**src/rtl/fc_pkg.sv**
```systemverilog
package fc_pkg;
  localparam int FC_PORTS      = 31;
  localparam int FC_BYTES      = 4;
  localparam int FC_WORD_W     = 8 * FC_BYTES;
  localparam int FC_SEL_W      = 5;
  localparam int FC_GLOBAL_SEL = 31;

  typedef logic [FC_PORTS-1:0]  fc_halt_t;
  typedef logic [FC_WORD_W-1:0] fc_word_t;
endpackage

```
**src/rtl/fc_thr_regs.sv**
```systemverilog
module fc_thr_regs import fc_pkg::*; #(
  parameter int TOT_W = 14
) (
  input  logic                        clk,
  input  logic                        rst_n,
  input  logic                        cfg_we,
  input  logic [FC_SEL_W-1:0]         cfg_sel,
  input  logic [TOT_W-1:0]            cfg_wdata,
  output logic [FC_PORTS*TOT_W-1:0]   port_thr,
  output logic [TOT_W-1:0]            glob_thr
);
  localparam logic [TOT_W-1:0] THR_RST = '1;

  for (genvar p = 0; p < FC_PORTS; p++) begin : g_port_thr
    logic [TOT_W-1:0] thr_q;
    always_ff @(posedge clk or negedge rst_n) begin
      if (!rst_n)
        thr_q <= THR_RST;
      else if (cfg_we && (cfg_sel == FC_SEL_W'(p)))
        thr_q <= cfg_wdata;
    end
    assign port_thr[p*TOT_W +: TOT_W] = thr_q;
  end

  always_ff @(posedge clk or negedge rst_n) begin
    if (!rst_n)
      glob_thr <= THR_RST;
    else if (cfg_we && (cfg_sel == FC_SEL_W'(FC_GLOBAL_SEL)))
      glob_thr <= cfg_wdata;
  end
endmodule

```
**src/rtl/fc_port_cmp.sv**
```systemverilog
module fc_port_cmp import fc_pkg::*; #(
  parameter int FILL_W = 10,
  parameter int TOT_W  = 14
) (
  input  logic [FC_PORTS*FILL_W-1:0] port_fill,
  input  logic [FC_PORTS*TOT_W-1:0]  port_thr,
  input  logic [TOT_W-1:0]           total_fill,
  input  logic [TOT_W-1:0]           glob_thr,
  output fc_halt_t                   halt
);
  logic glob_hit;
  assign glob_hit = (total_fill >= glob_thr);

  for (genvar p = 0; p < FC_PORTS; p++) begin : g_cmp
    logic [TOT_W-1:0] fill_ext;
    logic             own_hit;
    assign fill_ext = TOT_W'(port_fill[p*FILL_W +: FILL_W]);
    assign own_hit  = (fill_ext >= port_thr[p*TOT_W +: TOT_W]);
    assign halt[p]  = own_hit | glob_hit;
  end
endmodule

```
**src/rtl/fc_pack.sv**
```systemverilog
module fc_pack import fc_pkg::*; (
  input  fc_halt_t halt,
  output fc_word_t word
);
  for (genvar b = 0; b < FC_BYTES; b++) begin : g_byte
    for (genvar j = 0; j < 8; j++) begin : g_bit
      localparam int IDX = 8 * b + j;
      if (IDX < FC_PORTS) begin : g_port
        assign word[IDX] = halt[IDX];
      end else begin : g_rsvd
        assign word[IDX] = 1'b0;
      end
    end
  end
endmodule

```
**src/rtl/fc_cmd_out.sv**
```systemverilog
module fc_cmd_out import fc_pkg::*; (
  input  logic     clk,
  input  logic     rst_n,
  input  logic     fc_tick,
  input  fc_word_t snap,
  output logic     cmd_valid,
  input  logic     cmd_ready,
  output fc_word_t cmd_data
);
  logic slot_free;
  logic load;
  assign slot_free = !cmd_valid || cmd_ready;
  assign load      = fc_tick && slot_free;

  always_ff @(posedge clk or negedge rst_n) begin
    if (!rst_n) begin
      cmd_valid <= 1'b0;
      cmd_data  <= '0;
    end else if (load) begin
      cmd_valid <= 1'b1;
      cmd_data  <= snap;
    end else if (cmd_ready) begin
      cmd_valid <= 1'b0;
    end
  end
endmodule

```
**src/rtl/fc_cmd_gen.sv**
```systemverilog
module fc_cmd_gen import fc_pkg::*; #(
  parameter int FILL_W = 10,
  parameter int TOT_W  = 14
) (
  input  logic                        clk,
  input  logic                        rst_n,
  input  logic                        cfg_we,
  input  logic [FC_SEL_W-1:0]         cfg_sel,
  input  logic [TOT_W-1:0]            cfg_wdata,
  input  logic [FC_PORTS*FILL_W-1:0]  port_fill,
  input  logic [TOT_W-1:0]            total_fill,
  input  logic                        fc_tick,
  output logic                        cmd_valid,
  input  logic                        cmd_ready,
  output logic [FC_WORD_W-1:0]        cmd_data
);
  logic [FC_PORTS*TOT_W-1:0] port_thr;
  logic [TOT_W-1:0]          glob_thr;
  fc_halt_t                  halt;
  fc_word_t                  snap;

  fc_thr_regs #(.TOT_W(TOT_W)) u_thr (
    .clk(clk), .rst_n(rst_n), .cfg_we(cfg_we), .cfg_sel(cfg_sel),
    .cfg_wdata(cfg_wdata), .port_thr(port_thr), .glob_thr(glob_thr)
  );

  fc_port_cmp #(.FILL_W(FILL_W), .TOT_W(TOT_W)) u_cmp (
    .port_fill(port_fill), .port_thr(port_thr), .total_fill(total_fill),
    .glob_thr(glob_thr), .halt(halt)
  );

  fc_pack u_pack (.halt(halt), .word(snap));

  fc_cmd_out u_out (
    .clk(clk), .rst_n(rst_n), .fc_tick(fc_tick), .snap(snap),
    .cmd_valid(cmd_valid), .cmd_ready(cmd_ready), .cmd_data(cmd_data)
  );
endmodule

```
**config.mk**
```make
export PLATFORM = sky130hd
export DESIGN_NAME = fc_cmd_gen
export DESIGN_NICKNAME = d
export VERILOG_FILES = /design/src/rtl/fc_pkg.sv /design/src/rtl/fc_thr_regs.sv /design/src/rtl/fc_port_cmp.sv /design/src/rtl/fc_pack.sv /design/src/rtl/fc_cmd_out.sv /design/src/rtl/fc_cmd_gen.sv
export SDC_FILE = /design/constraint.sdc
export NUM_CORES = 1
export LEC_CHECK = 0
export ABC_AREA = 1
export CORE_ASPECT_RATIO = 2
export CORE_MARGIN = 1.5
export CORE_UTILIZATION = 25
export DETAILED_ROUTE_END_ITERATION = 10
export SLEW_MARGIN = 0
export SYNTH_ARGS = -nofsm -noshare
export SYNTH_HDL_FRONTEND = slang
export SYNTH_HIERARCHICAL = 1
export SYNTH_SLANG_ARGS = --single-unit
```
**constraint.sdc**
```tcl
create_clock -name clk -period 5.8 [get_ports clk]
set_clock_uncertainty 0.1 [all_clocks]
set_input_delay 1.45 -clock clk [delete_from_list [all_inputs] [get_ports clk]]
set_output_delay 1.45 -clock clk [all_outputs]
set_load 0.1 [all_outputs]
```
==> results.py <==
metrics = {
    "run_status": {
        "status": "completed",
    },
    "final_layout": {
        "utilization_pct": 31.0,
        "area_delta_synth_final_pct": 23.0,
        "layout-drive-gt1-share_pct": 15.5,
        "nets": 4953,
        "design_area_sq_um": 36800,
        "final_common_cell": "nand2_1",
        "mostFrequentLayoutCells": "nand2_1, inv_1, nand3_1, dfstp_2, clkdlybuf4s50_1",
        "stdcell_count": 5864,
    },
    "sta": {
        "worstMarginPinSlew_ns": 1.25,
        "period_share_pct": 65.9,
        "setup_ws_ns": 1.98,
        "finalHoldViolCount": 0,
        "fin_crit_ns": 3.82,
        "timing.fmax_ghz": 0.262,
        "rsz0062_at_grt": "no",
        "tns_ns": 0,
        "setup_viol": 0,
        "relSlewSlack_pct": 16.4,
        "timing.hold.ws_ns": 0.359,
        "slew_violations": 0,
    },
    "synthesis": {
        "synth-compound-area-share_pct": 1.78,
        "syn-instance-count": 3986,
        "synth_top_family_by_area": "simple AND/OR/NAND/NOR gates",
        "syn_avg_cell_area_sq_um": 7.50,
        "synth_xor_xnor_area_share_pct": 0,
        "ys_warn_count": 6,
        "yosys_register_bits": 481,
        "yosysSeqAreaShare_pct": 42.2,
        "yosysUniqueCellTypes": 22,
        "synthMuxAreaShare_pct": 0,
        "synth_fa_ha_area_share_pct": 13.6,
        "syn_nets": 4658,
        "syn_area_sq_um": 29900,
        "yosys.area_share.simple_pct": 31.8,
    },
    "run": {
        "maxCapViolCount": 0,
    },
    "floorplanning": {
        "core_sq_um": 119000,
        "dieArea_sq_um": 122000,
        "initial_utilization_pct": 25.2,
        "chipWidth_um": 247,
        "fp-row-count": 179,
        "die_y_um": 492,
        "io_pins": 381,
    },
    "cts": {
        "clkLatencyLatePin_ns": 0.63,
        "cts.clk_slew.worst_paths_ns": 0.07,
        "post_cts_resized": 0,
        "htreeDepth": 2,
        "post_cts.repair.setup_buffers": 0,
        "clock-sinks": 481,
        "cts_tree": "done",
        "cts_made_buffers": 51,
        "clk_path_buf_depth": 3,
        "cts_root_buffer": "clkbuf_16",
        "postCtsHoldBufs": 0,
    },
    "grt": {
        "grt_pass1_vias": 25500,
        "grt_usage_pct": 16.8,
        "grt_remaining_overflow": 0,
        "grt_pass1_wl_um": 153000,
        "grt_max_degree": 118,
        "antenna_found_initial": 15,
    },
    "placed_design": {
        "preCtsSetupSlack_ns": 1.43,
        "hpwlAfterDp_um": 70600,
        "placed_cells": 5766,
        "dpl_cell_area_sq_um": 35000,
        "gp_congestion": 0.777,
        "portBuffers": 380,
    },
    "power_and_ir_drop": {
        "total_power_mw": 11.6,
        "peakVddDrop_mv": 0.229,
        "p_per_area_nw_per_um2": 316,
        "p_leak_nw": 18.2,
    },
    "critical_path": {
        "critPathLaunchType": "register",
        "worstPathCellList": "clkdlybuf4s50_1",
        "critPathRequiredTime_ns": 4.25,
        "critPathArrivalTime_ns": 2.27,
        "critical_path_buf_inv_count": 1,
        "crit_path_end_kind": "primary output",
        "cpMaxStageDelayCell": "clkdlybuf4s50_1",
        "crit_family": "buffers and inverters",
        "max_stage_delay_ns": 1.20,
        "crit_type": "register to primary output",
        "path_max_fanout": 2,
    },
    "routing": {
        "ant_nets": 0,
        "drtIter0Drc": 1384,
        "first_pass_iters": 6,
        "drc": 0,
        "viasPerCell": 4.40,
        "num_vias": 25800,
        "wl_um": 103000,
        "post_drt_wl_per_cell_um": 17.6,
    },
    "min_path": {
        "hold_path.class": "register to register",
    },
}
-- cell usage after synthesis --
| library cell | count | area, sq um |
|---|---|---|
| nor2_2 | 18 | 113 |
| ha_1 | 324 | 4050 |
| nor2_1 | 166 | 623 |
| inv_1 | 574 | 2150 |
| buf_1 | 4 | 15.0 |
| conb_1 | 1 | 3.75 |
| nand3_1 | 520 | 2600 |
| nand2_2 | 30 | 188 |
| buf_6 | 6 | 67.6 |
| buf_4 | 34 | 255 |
| nand4_1 | 1 | 6.26 |
| dfrtp_1 | 33 | 826 |
| nor2_4 | 1 | 11.3 |
| clkbuf_1 | 69 | 259 |
| inv_2 | 2 | 7.51 |
| a21oi_1 | 106 | 531 |
| nand2_4 | 2 | 22.5 |
| nand3b_1 | 20 | 150 |
| dfstp_2 | 448 | 11800 |
| nand2_1 | 1532 | 5750 |
| nor3_1 | 8 | 40.0 |
| buf_2 | 87 | 435 |
-- report_power, final --
part           total (mW)  switching, mW  internal (mW)  leakage (nW)
Sequential           4.77          0.361           4.41          5.06
Combinational        3.38           2.16           1.22          12.3
Clock                3.46           1.50           1.95         0.853
Total                11.6           4.02           7.58          18.2
-- path summary, 6_finish.rpt --
path	from	end	slack, ns	depth (start not counted)
min	u_thr/g_port_thr[11].thr_q[1]	u_thr/g_port_thr[11].thr_q[1]	0.36	2
max	u_out/cmd_data[8]	cmd_data[8]	1.98	1
max reg2reg	u_thr/glob_thr[3]	u_out/cmd_data[3]	3.23	13
min reg2reg	u_thr/g_port_thr[11].thr_q[1]	u_thr/g_port_thr[11].thr_q[1]	0.36	2
min in group asynchronous	rst_n	u_out/cmd_data[9]	0.85	1
max in group asynchronous	rst_n	u_thr/glob_thr[6]	3.61	2
-- cells by family (layout without fill, tap and decap cells) --
| logic type | Yosys count | in the layout |
|---|---|---|
| DFF | 481 | 481 |
| buffers and inverters | 776 | 1112 |
| other | 1 | 5 |
| and+or+nand+nor | 2298 | 2298 |
| AOI/OAI and AO/OA | 106 | 106 |
| adders and majority gates | 324 | 324 |
-- layout make-up --
| type | instances | area [sq um] |
|---|---|---|
| inverters | 576 | 2170 |
| fillers | 12700 | 81900 |
| flip-flops and latches | 481 | 12600 |
| repair buffers | 442 | 4220 |
| well taps | 1538 | 1920 |
| clock inverters | 15 | 164 |
| multi-input cells | 2729 | 14100 |
| clock buffers | 79 | 1560 |
| diodes | 4 | 10.0 |
-- layer usage --
layer | GRT usage [%] | wire length (um)
met4 | 5.93 | 3450
met3 | 2.61 | 5660
met5 | 0 | 22
met2 | 29.8 | 51100
met1 | 20.3 | 43100
-- state kept, by name (all words and copies together) (netlist names) --
register                flops
u_thr/glob_thr             14
u_out/cmd_valid             1
u_out/cmd_data             32
u_thr/g_port_thr.thr_q    434
No activity file was read; power rests on OpenSTA's default activity.
